`src/rtl/pcm_tx_pkg.sv`:
```
package pcm_tx_pkg;

  localparam int unsigned CODE_W = 8;

  typedef logic [CODE_W-1:0] pcm_code_t;

  // alternate-bit inversion pattern, counting bit 7 (sent first) as bit one
  localparam pcm_code_t ALT_INV_MASK = 8'h55;

  function automatic pcm_code_t fmt_code(input pcm_code_t raw, input logic alaw);
    return alaw ? (raw ^ ALT_INV_MASK) : raw;
  endfunction

endpackage

```
`src/rtl/pcm_tx_edge.sv`:
```
module pcm_tx_edge #(
  parameter int unsigned STAGES = 2
) (
  input  logic clk,
  input  logic rst_n,
  input  logic async_i,
  output logic rise_o
);

  logic [STAGES:0] chain_q;
  logic [STAGES:0] chain_d;

  always_comb begin
    chain_d = {chain_q[STAGES-1:0], async_i};
  end

  always_ff @(posedge clk or negedge rst_n) begin
    if (!rst_n) begin
      chain_q <= '0;
    end else begin
      chain_q <= chain_d;
    end
  end

  assign rise_o = chain_q[STAGES-1] & ~chain_q[STAGES];

endmodule

```
`src/rtl/pcm_tx_word.sv`:
```
module pcm_tx_word
  import pcm_tx_pkg::*;
(
  input  logic      clk,
  input  logic      rst_n,
  input  pcm_code_t code_i,
  input  logic      code_vld_i,
  output pcm_code_t held_o
);

  pcm_code_t held_q;
  pcm_code_t held_d;

  always_comb begin
    held_d = held_q;
    if (code_vld_i) begin
      held_d = code_i;
    end
  end

  always_ff @(posedge clk or negedge rst_n) begin
    if (!rst_n) begin
      held_q <= '0;
    end else begin
      held_q <= held_d;
    end
  end

  assign held_o = held_q;

  AST_WORD_CAPTURE: assert property (@(posedge clk) disable iff (!rst_n)
    code_vld_i |=> (held_o == $past(code_i)));

endmodule

```
`src/rtl/pcm_tx_watch.sv`:
```
module pcm_tx_watch #(
  parameter int unsigned LIMIT = 32768
) (
  input  logic clk,
  input  logic rst_n,
  input  logic sync_rise_i,
  output logic stuck_hit_o,
  output logic pwrdn_o
);

  localparam int unsigned CW = $clog2(LIMIT + 1);
  localparam logic [CW-1:0] LAST_CNT = CW'(LIMIT - 1);

  logic [CW-1:0] cnt_q;
  logic [CW-1:0] cnt_d;
  logic          pwrdn_q;
  logic          pwrdn_d;
  logic          at_limit;

  assign at_limit    = (cnt_q == LAST_CNT);
  assign stuck_hit_o = at_limit & ~sync_rise_i;

  always_comb begin
    cnt_d   = cnt_q;
    pwrdn_d = pwrdn_q;
    if (sync_rise_i) begin
      cnt_d   = '0;
      pwrdn_d = 1'b0;
    end else if (at_limit) begin
      pwrdn_d = 1'b1;
    end else begin
      cnt_d = cnt_q + 1'b1;
    end
  end

  always_ff @(posedge clk or negedge rst_n) begin
    if (!rst_n) begin
      cnt_q   <= '0;
      pwrdn_q <= 1'b1;
    end else begin
      cnt_q   <= cnt_d;
      pwrdn_q <= pwrdn_d;
    end
  end

  assign pwrdn_o = pwrdn_q;

  AST_STUCK_ENTER: assert property (@(posedge clk) disable iff (!rst_n)
    stuck_hit_o |=> pwrdn_o);

  AST_SYNC_WAKE: assert property (@(posedge clk) disable iff (!rst_n)
    sync_rise_i |=> !pwrdn_o);

endmodule

```
`src/rtl/pcm_tx_shift.sv`:
```
module pcm_tx_shift
  import pcm_tx_pkg::*;
(
  input  logic      clk,
  input  logic      rst_n,
  input  logic      sync_rise_i,
  input  logic      bclk_rise_i,
  input  logic      stuck_i,
  input  pcm_code_t word_i,
  output logic      oe_o,
  output logic      data_o
);

  localparam int unsigned IW = $clog2(CODE_W);
  localparam logic [IW-1:0] LAST_IDX = IW'(CODE_W - 1);

  logic            oe_q;
  logic            oe_d;
  logic [IW-1:0]   idx_q;
  logic [IW-1:0]   idx_d;
  pcm_code_t       sh_q;
  pcm_code_t       sh_d;

  always_comb begin
    oe_d  = oe_q;
    idx_d = idx_q;
    sh_d  = sh_q;
    if (sync_rise_i) begin
      oe_d  = 1'b1;
      idx_d = '0;
      sh_d  = word_i;
    end else if (stuck_i) begin
      oe_d  = 1'b0;
      idx_d = '0;
    end else if (oe_q && bclk_rise_i) begin
      if (idx_q == LAST_IDX) begin
        oe_d  = 1'b0;
        idx_d = '0;
      end else begin
        idx_d = idx_q + 1'b1;
        sh_d  = {sh_q[CODE_W-2:0], 1'b0};
      end
    end
  end

  always_ff @(posedge clk or negedge rst_n) begin
    if (!rst_n) begin
      oe_q  <= 1'b0;
      idx_q <= '0;
      sh_q  <= '0;
    end else begin
      oe_q  <= oe_d;
      idx_q <= idx_d;
      sh_q  <= sh_d;
    end
  end

  assign oe_o   = oe_q;
  assign data_o = oe_q & sh_q[CODE_W-1];

  AST_SYNC_LAUNCH: assert property (@(posedge clk) disable iff (!rst_n)
    sync_rise_i |=> oe_o);

  AST_BIT_HOLD: assert property (@(posedge clk) disable iff (!rst_n)
    (oe_o && !sync_rise_i && !bclk_rise_i && !stuck_i) |=> $stable(data_o));

  AST_BIT_STEP: assert property (@(posedge clk) disable iff (!rst_n)
    (oe_o && bclk_rise_i && !sync_rise_i && !stuck_i && (idx_q != LAST_IDX))
      |=> (oe_o && (data_o == $past(sh_q[CODE_W-2]))));

  AST_SLOT_RELEASE: assert property (@(posedge clk) disable iff (!rst_n)
    (oe_o && bclk_rise_i && !sync_rise_i && (idx_q == LAST_IDX)) |=> !oe_o);

endmodule

```
`src/rtl/pcm_tx_port.sv`:
```
module pcm_tx_port
  import pcm_tx_pkg::*;
#(
  parameter int unsigned SYS_KHZ     = 16384,
  parameter int unsigned STUCK_US    = 2000,
  parameter int unsigned SYNC_STAGES = 2
) (
  input  logic              clk,
  input  logic              rst_n,
  input  logic              bclk_i,
  input  logic              fsync_i,
  input  logic              alaw_mode_i,
  input  logic [CODE_W-1:0] code_i,
  input  logic              code_vld_i,
  output logic              pcm_data_o,
  output logic              pcm_oe_o,
  output logic              pwrdn_o
);

  localparam int unsigned STUCK_CYC = (SYS_KHZ * STUCK_US) / 1000;

  // reset: asserted asynchronously, released on the clock
  logic rst_meta_q;
  logic rst_sync_q;

  always_ff @(posedge clk or negedge rst_n) begin
    if (!rst_n) begin
      rst_meta_q <= 1'b0;
      rst_sync_q <= 1'b0;
    end else begin
      rst_meta_q <= 1'b1;
      rst_sync_q <= rst_meta_q;
    end
  end

  logic      bclk_rise;
  logic      sync_rise;
  logic      stuck_hit;
  pcm_code_t held_word;
  pcm_code_t load_word;

  pcm_tx_edge #(.STAGES(SYNC_STAGES)) u_bclk_edge (
    .clk     (clk),
    .rst_n   (rst_sync_q),
    .async_i (bclk_i),
    .rise_o  (bclk_rise)
  );

  pcm_tx_edge #(.STAGES(SYNC_STAGES)) u_sync_edge (
    .clk     (clk),
    .rst_n   (rst_sync_q),
    .async_i (fsync_i),
    .rise_o  (sync_rise)
  );

  pcm_tx_word u_word (
    .clk        (clk),
    .rst_n      (rst_sync_q),
    .code_i     (code_i),
    .code_vld_i (code_vld_i),
    .held_o     (held_word)
  );

  assign load_word = fmt_code(held_word, alaw_mode_i);

  pcm_tx_watch #(.LIMIT(STUCK_CYC)) u_watch (
    .clk         (clk),
    .rst_n       (rst_sync_q),
    .sync_rise_i (sync_rise),
    .stuck_hit_o (stuck_hit),
    .pwrdn_o     (pwrdn_o)
  );

  pcm_tx_shift u_shift (
    .clk         (clk),
    .rst_n       (rst_sync_q),
    .sync_rise_i (sync_rise),
    .bclk_rise_i (bclk_rise),
    .stuck_i     (stuck_hit),
    .word_i      (load_word),
    .oe_o        (pcm_oe_o),
    .data_o      (pcm_data_o)
  );

  AST_NO_DRIVE_IN_PWRDN: assert property (@(posedge clk) disable iff (!rst_sync_q)
    pcm_oe_o |-> !pwrdn_o);

endmodule

```
`config.mk`:
```
export PLATFORM = sky130hd
export DESIGN_NAME = pcm_tx_port
export DESIGN_NICKNAME = d
export VERILOG_FILES = /design/src/rtl/pcm_tx_pkg.sv /design/src/rtl/pcm_tx_edge.sv /design/src/rtl/pcm_tx_word.sv /design/src/rtl/pcm_tx_watch.sv /design/src/rtl/pcm_tx_shift.sv /design/src/rtl/pcm_tx_port.sv
export SDC_FILE = /design/constraint.sdc
export NUM_CORES = 1
export LEC_CHECK = 0
export ABC_AREA = 1
export BUFFER_PORTS_ARGS = -buffer_cell sky130_fd_sc_hd__buf_4
export CORE_MARGIN = 5
export CORE_UTILIZATION = 59
export CTS_CLUSTER_SIZE = 12
export DETAILED_ROUTE_END_ITERATION = 8
export PLACE_DENSITY = 0.78
export SYNTH_ARGS = -nofsm -noshare
export SYNTH_HDL_FRONTEND = slang
export SYNTH_SLANG_ARGS = --single-unit
```
`constraint.sdc`:
```
create_clock -name clk -period 1.6 [get_ports clk]
set_input_delay 0.16 -clock clk [delete_from_list [all_inputs] [get_ports clk]]
set_output_delay 0.16 -clock clk [all_outputs]
set_load 0.02 [all_outputs]
```
==> results_dict.tcl <==
set metrics [dict create \
    power_density_nw_per_um2 949.4 \
    finalHoldViolations 0 \
    design_area_sq_um 2581 \
    place_congestion 0.8299 \
    fp.coreArea_sq_um 3661 \
    multi_input_area_sq_um 963.4 \
    utilization 0.7051 \
    dr.pass1.iters 4 \
    wl_per_cell_microns 12.08 \
    grt_pass1_wl_microns 7562 \
    grt_max_degree 32 \
    grt_overflow_total 0 \
    drive_gt1_frac 0.2041 \
    nNetsFinal 310 \
    antenna_left 0 \
    clk_pin_slew_ps 90 \
    crit_path_start "u_watch.cnt_q[1]$_DFFE_PN0N_" \
    maxCapViolations 0 \
    drt_iter0_markers 153 \
    min_path_type "in -> reg" \
    yosysUniqueCellTypes 30 \
    finalCriticalPeriod_ps 1518 \
    syn_to_final_growth_pct 16.29 \
    fin_hold_ws_ps 55.48 \
    crit_path_end "u_shift.sh_q[3]$_DFFE_PN0P_" \
    antenna_found_initial 0 \
    r2r_slack_ps 80 \
    fp.dieH_microns 71.34 \
    reg2reg_depth 8 \
    cp.arrival_ps 1760 \
    setup_viol 0 \
    dpl_cell_area_sq_um 2401 \
    dieArea_sq_um 5089 \
    clk_latency_ps 300 \
    drc 0 \
    dp_hpwl_microns 3047 \
    vias_per_cell 5.123 \
    clock_path_buffers 2 \
    timing.rr.end "u_shift.sh_q[3]$_DFFE_PN0P_" \
    ys_ff_latch 45 \
    cts_sinks 45 \
    worstSetupEndpointType "register" \
    peakVddDrop_mv 0.7104 \
    clock.fmax_mhz 658.6 \
    crit_fanout 5 \
    cts_root_buf "clkbuf_8" \
    io_buffers 16 \
    netlist.area_leader.share 0.4961 \
    finalClockSkew_ps 4.498 \
    synth.cell_area_sq_um 2220 \
    synthCells 264 \
    grt_pass1_vias 1711 \
    grt_util_all_layers 0.1870 \
    cp.required_ps 1850 \
    syn_nets 281 \
    setup.worst_path.start_class "register" \
    fillers 287 \
    final_cell_count_no_fill 342 \
    diodes 0 \
    vias 1752 \
    synth_area_leader_cell "dfrtp_1" \
    drv_slew 0 \
    die_w_microns 71.34 \
    layout_common_cells "nand2_1, dfrtp_1, inv_1" \
    htree_levels 2 \
    ys_seq_area_frac 0.5079 \
    r2r_start "u_watch.cnt_q[1]$_DFFE_PN0N_" \
    cts_buffers 5 \
    drt-total-wl_microns 4132 \
    status "finished clean" \
    layout_commonest_cell "nand2_1" \
    num_rows 22 \
    seq_area_sq_um 1129 \
    io_pins 17 \
    synth_area_leaders "dfrtp_1, nand2_1, nand3_1, inv_1, nor2_1" \
    worstSetupPathType "reg -> reg" \
    start_util 0.6063 \
    place_inst 327 \
    post-route-period-util 0.9490 \
    leakage_nw 1.332 \
    syn_area_per_cell_sq_um 8.408 \
    ys.warnings.count 0 \
    cts_tree "yes" \
]
## cell type report
cell class                 count  share of cell area
timing repair buffer          26             0.08337
tap                           48             0.02327
clock inverter                 3             0.01115
multi-input combinational    184              0.3732
clock buffer                   5             0.02666
sequential                    45              0.4372
inverter                      31             0.04508
## Yosys cell counts
master    count
nand2_1      68
dfrtp_1      44
inv_1        28
nor2_1       26
nand3_1      22
o21ai_0      19
a21oi_1      10
nand2_2       5
nand4_1       5
nand2_4       4
nor2_4        4
ha_1          3
o21ai_1       3
clkbuf_1      2
clkbuf_8      2
inv_2         2
nor3_1        2
o21bai_1      2
or2_2         2
and2_1        1
clkinv_1      1
conb_1        1
dfstp_2       1
mux2_2        1
mux2i_1       1
nor2_2        1
nor2_8        1
o21a_1        1
o21ai_4       1
xor2_1        1
## layer usage
metal	vias up	track usage	part of all wire
met5	-	0	0
met4	0	0.07307	0.025
met3	13	0.05049	0.048
met2	37	0.3112	0.49
met1	798	0.2310	0.44
li1	904	-	-
## repair_timing
item	CTS	global route
resized for setup	0	7
buffers inserted	0	4
hold buffers	3	0
hold endpoints to repair	4	0
setup endpoints to repair	0	9
## registers in the layout (all words and copies together), names as in the netlist, 3 cells and up
signal               flops
u_shift.idx_q            3
u_bclk_edge.chain_q      3
u_sync_edge.chain_q      3
u_watch.cnt_q           16
u_shift.sh_q             8
u_word.held_o            8
## report_power, final
group          internal [W]  switching (W)
registers           0.00125      0.0000829
logic              0.000151       0.000205
clock network      0.000330       0.000436
## per-stage QoR
stage | TNS [ps] | setup slack [ps] | power, W
after floorplan | 0 | 186.7 | 0.001572
after global placement | 0 | 111.1 | 0.001676
after detailed placement | 0 | 89.52 | 0.001686
after CTS | 0 | 63.81 | 0.002458
after global routing | -12.99 | -12.99 | 0.002602
final | 0 | 81.68 | 0.002451
## worst max-delay path: stages (launching register included)
cell and delay (ps):
dfrtp_1 400, ha_2 200, nand2_2 80, nor2_4 150
nand2_4 100, o21ai_4 210, buf_4 170, nand3_1 60
nand2_1 90
## cell families (layout without fill, tap and decap cells)
family | count (synthesis) | count (layout) | share of synthesized area
AOI/OAI and AO/OA | 36 | 36 | 0.08963
and+or+nand+nor | 141 | 141 | 0.3021
xor gates and xnor gates | 1 | 1 | 0.003947
adders and majority gates | 3 | 3 | 0.01691
muxes | 2 | 2 | 0.009583
other | 1 | 1 | 0.001689
DFF | 45 | 45 | 0.5079
buffers and inverters | 35 | 65 | 0.06821
## how the worst min path moves through the flow
stage              start  depth (start not counted)  slack, ps                           end
2_1_floorplan      rst_n                          0       -140          rst_meta_q$_DFF_PN0_
3_3_place_gp       rst_n                          1        -60          rst_meta_q$_DFF_PN0_
3_5_place_dp       rst_n                          1        -50          rst_meta_q$_DFF_PN0_
4_1_cts        code_i[7]                          3         50  u_word.held_o[7]$_DFFE_PN0P_
5_1_grt        code_i[3]                          3         40  u_word.held_o[3]$_DFFE_PN0P_
6_report       code_i[7]                          3         60  u_word.held_o[7]$_DFFE_PN0P_
Note: power is estimated with default switching activity, not from simulation.
